### src/rtl/periodic_timer_latch.sv
module periodic_timer_latch #(
  parameter int unsigned TICKS_PER_US = 50,
  parameter int unsigned US_PER_S     = 1000000,
  parameter int unsigned ADDR_W       = 12,
  parameter int unsigned DATA_W       = 32,
  parameter int unsigned PEND_W       = 8
) (
  input  logic              clk,
  input  logic              rst_n,
  input  logic              bus_valid,
  input  logic              bus_write,
  input  logic [ADDR_W-1:0] bus_addr,
  input  logic [DATA_W-1:0] bus_wdata,
  output logic [DATA_W-1:0] bus_rdata,
  output logic              irq
);
  localparam int unsigned CLK_HZ = TICKS_PER_US * US_PER_S;
  localparam int SUB_W = (TICKS_PER_US > 1) ? $clog2(TICKS_PER_US) : 1;
  localparam int US_W  = (US_PER_S > 1) ? $clog2(US_PER_S) : 1;
  localparam logic [PEND_W-1:0] PEND_MAX = '1;
  localparam logic [ADDR_W-1:0] A_SNAP = ADDR_W'('h000);
  localparam logic [ADDR_W-1:0] A_SEC  = ADDR_W'('h010);
  localparam logic [ADDR_W-1:0] A_USEC = ADDR_W'('h020);
  localparam logic [ADDR_W-1:0] A_RATE = ADDR_W'('h100);
  localparam logic [ADDR_W-1:0] A_ACK  = ADDR_W'('h110);

  logic [SUB_W-1:0]  sub_q;
  logic [US_W-1:0]   us_q, snap_us;
  logic [DATA_W-1:0] sec_q, snap_sec;
  logic [DATA_W-1:0] rate_q, per_q, pcnt_q, quot;
  logic [PEND_W-1:0] pend_q;

  wire tick    = (sub_q == SUB_W'(TICKS_PER_US - 1));
  wire us_last = (us_q == US_W'(US_PER_S - 1));
  wire snap_hit = bus_valid && (bus_addr == A_SNAP);
  wire rate_wr  = bus_valid && bus_write && (bus_addr == A_RATE);
  wire ack_hit  = bus_valid && (bus_addr == A_ACK);
  wire fire     = (rate_q != '0) && (pcnt_q == per_q - 1'b1);

  assign quot = (bus_wdata == '0) ? '1 : DATA_W'(CLK_HZ) / bus_wdata;
  assign irq  = (pend_q != '0);

  always_ff @(posedge clk) begin
    if (!rst_n) begin
      sub_q <= '0;
      us_q  <= '0;
      sec_q <= '0;
    end else if (tick) begin
      sub_q <= '0;
      if (us_last) begin
        us_q  <= '0;
        sec_q <= sec_q + 1'b1;
      end else begin
        us_q <= us_q + 1'b1;
      end
    end else begin
      sub_q <= sub_q + 1'b1;
    end
  end

  always_ff @(posedge clk) begin
    if (!rst_n) begin
      snap_sec <= '0;
      snap_us  <= '0;
    end else if (snap_hit) begin
      snap_sec <= sec_q;
      snap_us  <= us_q;
    end
  end

  always_ff @(posedge clk) begin
    if (!rst_n) begin
      rate_q <= '0;
      per_q  <= DATA_W'(1);
      pcnt_q <= '0;
    end else if (rate_wr) begin
      rate_q <= bus_wdata;
      pcnt_q <= '0;
      if (bus_wdata != '0) per_q <= (quot == '0) ? DATA_W'(1) : quot;
    end else if (rate_q != '0) begin
      pcnt_q <= fire ? '0 : pcnt_q + 1'b1;
    end
  end

  always_ff @(posedge clk) begin
    if (!rst_n) pend_q <= '0;
    else if (fire && !ack_hit && pend_q != PEND_MAX) pend_q <= pend_q + 1'b1;
    else if (ack_hit && !fire && pend_q != '0) pend_q <= pend_q - 1'b1;
  end

  always_comb begin
    bus_rdata = '0;
    if (bus_valid && !bus_write) begin
      case (bus_addr)
        A_SEC:   bus_rdata = snap_sec;
        A_USEC:  bus_rdata = DATA_W'(snap_us);
        A_RATE:  bus_rdata = rate_q;
        default: bus_rdata = '0;
      endcase
    end
  end


  us_wrap_chk: assert property (@(posedge clk) disable iff (!rst_n)
    (tick && us_last) |=> (us_q == '0 && sec_q == $past(sec_q) + 1'b1));


  snap_copy_chk: assert property (@(posedge clk) disable iff (!rst_n)
    snap_hit |=> (snap_us == $past(us_q) && snap_sec == $past(sec_q)));


  off_quiet_chk: assert property (@(posedge clk) disable iff (!rst_n)
    (rate_q == '0 && !rate_wr && !ack_hit) |=> $stable(pend_q));


  ack_one_chk: assert property (@(posedge clk) disable iff (!rst_n)
    (ack_hit && !fire && pend_q != '0) |=> (pend_q == $past(pend_q) - 1'b1));


  no_wrap_chk: assert property (@(posedge clk) disable iff (!rst_n)
    (pend_q == PEND_MAX && !ack_hit) |=> (pend_q == PEND_MAX));


  irq_level_chk: assert property (@(posedge clk) disable iff (!rst_n)
    (ack_hit && !fire && pend_q == PEND_W'(1)) |=> !irq);
endmodule

### config.mk
export PLATFORM = sky130hd
export DESIGN_NAME = periodic_timer_latch
export DESIGN_NICKNAME = d
export VERILOG_FILES = /design/src/rtl/periodic_timer_latch.sv
export SDC_FILE = /design/constraint.sdc
export NUM_CORES = 2
export LEC_CHECK = 0
export BUFFER_PORTS_ARGS = -buffer_cell sky130_fd_sc_hd__buf_2
export CAP_MARGIN = 25
export CORE_MARGIN = 2
export CORE_UTILIZATION = 40
export DETAILED_ROUTE_END_ITERATION = 8
export GPL_ROUTABILITY_DRIVEN = 0
export PLACE_DENSITY = 0.56
export SYNTH_ARGS = -nofsm -noshare
export SYNTH_HDL_FRONTEND = slang
export SYNTH_SLANG_ARGS = --single-unit
### constraint.sdc
create_clock -name clk -period 198.1 [get_ports clk]
set_input_delay 9.905 -clock clk [delete_from_list [all_inputs] [get_ports clk]]
set_output_delay 9.905 -clock clk [all_outputs]
set_load 0.1 [all_outputs]
# Word level (Yosys, flattened, before mapping)
# Index checks and enable logic that the tools add are counted.
word_totals:
  out_inout_bits: 33
  in_bits: 48
  ff_bits: 214
  wordCells: 58
classes:
  addsub: 7
  muxes: 8
  div: 1
  n_reduce_logical: 24
  n_eq_ne: 8
  n_bitwise: 1
op_table:
  columns: ["operator", "n"]
  rows:
  - ["$mux 32", 4]
  - ["$pmux 32 s3", 1]
  - ["$add 32x1->32 const B", 2]
  - ["$logic_not 32->1", 2]
  - ["$reduce_bool 32->1", 2]
  - ["$div 26x32->32 const A", 1]
  - ["$eq 32x32->1", 1]
  - ["$sub 32x1->32 const B", 1]
  - ["$eq 12x9->1 const B", 2]
  - ["$add 20x1->20 const B", 1]
  - ["$eq 20x20->1 const B", 1]
  - ["$mux 20", 1]
  - ["$mux 8", 2]
  - ["$eq 12x5->1 const B", 1]
  - ["$eq 12x6->1 const B", 1]
  - ["$logic_not 12->1", 1]
  - ["$logic_and 1x1->1", 10]
  - ["$add 8x1->8 const B", 1]
  - ["$ne 8x8->1 const B", 1]
  - ["$reduce_bool 8->1", 1]
  - ["$sub 8x1->8 const B", 1]
  - ["$add 6x1->6 const B", 1]
  - ["$eq 6x6->1 const B", 1]
  - ["$reduce_and 2->1", 2]
  - ["other kinds (4)", 7]

# Logic depth before layout (Yosys ltp)
depth:
  depth_word: 8
  ltp_mapped: 339
  depth_no_buf: 298

# Worst setup path after synthesis
# OpenSTA, ideal clock, no wires.
synth_path:
  path_kind: "input port to flip-flop"
  start: "in bus_wdata[0]"
  end: "reg per_q[0]"
  setup_slack_ps: 121144
  cell_stages: 297
  path_buffers: 57
  setup_time_ps: 123
  arrival_ps: 76833
  required_ps: 197977
  cell_sequence: "buf_4 -> buf_2 -> buf_2 -> clkbuf_1 -> buf_1 -> clkbuf_1 -> clkbuf_1 -> clkbuf_1 -> nand2_1 -> nor2_1 -> ha_1 -> o21bai_1 -> a21oi_1 -> nor2_1 -> o21ai_0 -> a22oi_1 -> nor2_1 -> ha_1 -> [... 261 more ...] -> o31a_1 -> o31a_1 -> clkbuf_1 -> buf_1 -> o21a_1 -> ha_1 -> a21o_1 -> a21o_1 -> a21oi_1 -> nor2b_1 -> o21ai_0 -> nand2b_1 -> a21oi_1 -> nor2b_1 -> o21ai_0 -> o31ai_1 -> a311oi_1 -> a21oi_1"
synth_via:
  elab_chain_cells: 4
  word_cells_on_any_way: 7
  classes_between: "div: 1; mux: 2; reduce/logical: 4"
synth_lines:
  columns: ["element", "line", "rtl"]
  rows:
  - ["from (decl)", "13", "input logic [DATA_W-1:0] bus_wdata,"]
  - ["$div 26x32->32 or $logic_not 32->1 (tied branches)", "40", "assign quot = (bus_wdata == '0) ? '1 : DATA_W'(CLK_HZ) / bus_wdata;"]
  - ["$mux 32", "40", null]
  - ["$logic_not 32->1", "79", "if (bus_wdata != '0) per_q <= (quot == '0) ? DATA_W'(1) : quot;"]
  - ["$mux 32", "79", null]
  - ["to (signal assigned)", "79", null]
  - ["to (decl)", "30", "logic [DATA_W-1:0] rate_q, per_q, pcnt_q, quot;"]
# Several ways; a longest one is shown, not always the timed one.
# A chain may end at the register's enable or synchronous reset.

# Worst setup path after layout
layout_path:
  start: "in bus_wdata[31]"
  end: "reg per_q[0]"
# The elaborated chain is that of the path after synthesis.

==> flow_metrics.tcl <==
set metrics [dict create \
    synthArstFlopShare 0 \
    timing.reg2reg.setup_slack_ns 192.01 \
    htree_levels 1 \
    drtIter0Drc 5223 \
    ctsResizeCount 0 \
    relSlewSlack 0.266 \
    synth.most_common_cell "nand2_1" \
    wl_per_cell_um 23.0 \
    nFillCells 11000 \
    crit_top_cell "ha_1" \
    synthFlopType "dfxtp_1" \
    dp_hpwl_um 133000 \
    yosys-top-cells-count "nand2_1 (782), nor2_1 (606), ha_1 (507)" \
    post_cts_buffers 0 \
    dr.pass1.iters 7 \
    finalHoldViolations 0 \
    start_kind "input port" \
    finClkSkew_ns 0.00814 \
    synth_area_leaders "ha_1 (15%), dfxtp_1 (10%), nand2_1 (6.9%)" \
    cp_slowest_stage_delay_ns 1.08 \
    synthToLayoutAreaGrowth_pct 6.71 \
    worstPathArrival_ns 91.91 \
    ios 81 \
    cap_viol_max_count 0 \
    slew_violations 0 \
    synth-edff-count 0 \
    fp.dieW_um 329 \
    postSynthAreaPerCell_um2 7.00 \
    clkLatencyLatePin_ns 0.55 \
    synthDistinctLibCells 127 \
    startpoint "bus_wdata[31]" \
    worst_hold_path_type "reg -> reg" \
    cts-buffers-inserted 26 \
    ys_ff_latch 214 \
    synth_top_area_cell "ha_1" \
    powerDensity_mw_per_mm2 3.05 \
    die_area_mm2 0.108 \
    grt_antenna_before_repair 6 \
    grt_usage 0.302 \
    tightest_slew_ns 1.09 \
    viasPerCell 6.32 \
    num_rows 119 \
    min_period_ns 91.48 \
    totalNegativeSetupSlack_ns 0 \
    r2r-start "per_q[6]" \
    routed_wl_um 171000 \
    synthesis.instances 6036 \
    crit_end "per_q[0]" \
    status "completed" \
    grt_pass1_vias 43000 \
    crit_required_ns 198.53 \
    grt_max_degree 71 \
    final_net_count 6570 \
    reg2reg_to "pend_q[7]" \
    synth.net_count 6592 \
    die_h_um 329 \
    leakage_nw 19.0 \
    final_design_area_no_fill_mm2 0.0451 \
    cts_root_buf "clkbuf_16" \
    tritoncts "done" \
    crit_path_max_fanout 38 \
    placed_area_mm2 0.0443 \
    drc 0 \
    grt_setup_unrepaired "no" \
    finalCritPeriodShare 0.462 \
    coreArea_mm2 0.105 \
    port_buffers 80 \
    cts.sink_count 214 \
    seq_area_frac_synth 0.101 \
    max_freq_ghz 0.0109 \
    gr-total-overflow 0 \
    yosys_warnings 0 \
    ant_nets 0 \
    critical_path.slowest_cell "o41ai_1" \
    drive_gt1_frac 0.0747 \
    cts_hold_buffers 0 \
    setup_viol 0 \
    initial_utilization 0.402 \
    netlist.area_leader.share 0.150 \
    cts.path.max_buffers 3 \
    final_util 0.429 \
    path_class "in -> reg" \
    cp-end-kind "register" \
    grt_pass1_wl_um 257000 \
    ir_drop_v 0.00000589 \
    dr_total_vias 46900 \
    worst_r2r_path_depth 21 \
    path_clk_slew_ns 0.06 \
    synth_area_mm2 0.0423 \
]
[metrics by stage]
stage | total power [mW] | instances | setup WS [ns] | hold slack (ns)
after global placement | 0.0899 | 7375 | 109.42 | 0.449
final | 0.138 | 7426 | 106.62 | 0.461
after floorplan | 0.0772 | 6036 | 121.14 | 0.433
after detailed placement | 0.0898 | 7377 | 108.41 | 0.456
after global routing | 0.145 | 7425 | 101.07 | 0.484
after CTS | 0.138 | 7425 | 108.83 | 0.463
[registers in the layout, summed over array words and instances (netlist names)]
signal / count
pcnt_q: 32
per_q: 32
rate_q: 32
sec_q: 32
snap_sec: 32
snap_us: 20
us_q: 20
pend_q: 8
sub_q: 6
[report_power, final]
group | internal [mW] | total (mW) | switching, mW
sequential | 0.0431 | 0.0431 | 0.0000517
clock | 0.0281 | 0.0475 | 0.0194
combinational | 0.0173 | 0.0472 | 0.0298
total | 0.0885 | 0.138 | 0.0493
[critical path: cells and delay by family]
| kind | cells | cell delay [ns] |
|---|---|---|
| and+or+nand+nor | 65 | 19.35 |
| adders and majority gates | 30 | 9.97 |
| AOI/OAI and AO/OA | 156 | 45.78 |
| buffers and inverters | 19 | 4.85 |
| muxes | 4 | 1.69 |
[cells in the final DEF, fill, tap and decap left out, types with 26 or more instances in the layout]
master,instances
clkbuf_16,26
or2_2,30
ha_1,507
o2111ai_1,27
xor2_1,186
a211oi_1,48
a21boi_0,131
nor3_1,135
nand2b_1,87
o21ai_1,28
mux2_2,66
dfxtp_1,214
and2_1,72
o21bai_1,46
buf_2,78
xnor2_1,294
and3_1,60
nor4_1,41
o21a_1,141
or3_1,73
nor2_1,601
nand2_1,782
o211ai_1,67
buf_4,93
o21ai_0,340
a31oi_1,77
a31o_2,27
a21oi_1,464
mux2i_1,40
a21o_1,166
nand3_1,173
a22oi_1,26
nand4_1,73
o31ai_1,44
inv_1,186
nor2b_1,72
[final cells by class]
class	instances	area, um2	area share
multi-input cells	5411	36400	0.808
flip-flops and latches	214	4280	0.0950
well taps	1391	1740	0.0386
repair buffers	172	1100	0.0244
clock buffers	38	726	0.0161
inverters	189	709	0.0157
clock inverters	10	121	0.00269
diodes	1	2.50	0.0000555
[cells by family (layout without fill, tap and decap cells)]
kind of cell,Yosys count,count (layout),synth area share
XOR/XNOR,480,480,0.0994
multiplexers,106,106,0.0271
flip-flops,214,214,0.101
adder cells (fa/ha/maj),508,508,0.151
other,1,2,0.0000887
AO/OA/AOI/OAI,1985,1985,0.320
AND/OR/NAND/NOR,2331,2331,0.262
buffers and inverters,411,409,0.0396
[worst min-delay path by stage]
stage	from	endpoint	slack (ns)	cells after the start
final	sub_q[0]	sub_q[0]	0.46	1
after detailed placement	snap_sec[18]	snap_sec[18]	0.46	2
after CTS	snap_sec[18]	snap_sec[18]	0.46	2
after global placement	snap_sec[18]	snap_sec[18]	0.45	2
after floorplan	sub_q[0]	sub_q[0]	0.43	1
after global routing	snap_us[18]	snap_us[18]	0.48	2
[metal layers]
metal	up-vias	track usage	share of wire
met2	2160	0.473	0.43
met5	-	0	0.00019
met4	6	0.115	0.043
met1	22100	0.418	0.44
met3	368	0.0386	0.090
li1	22300	-	-
Note: power is estimated with default switching activity, not from simulation.
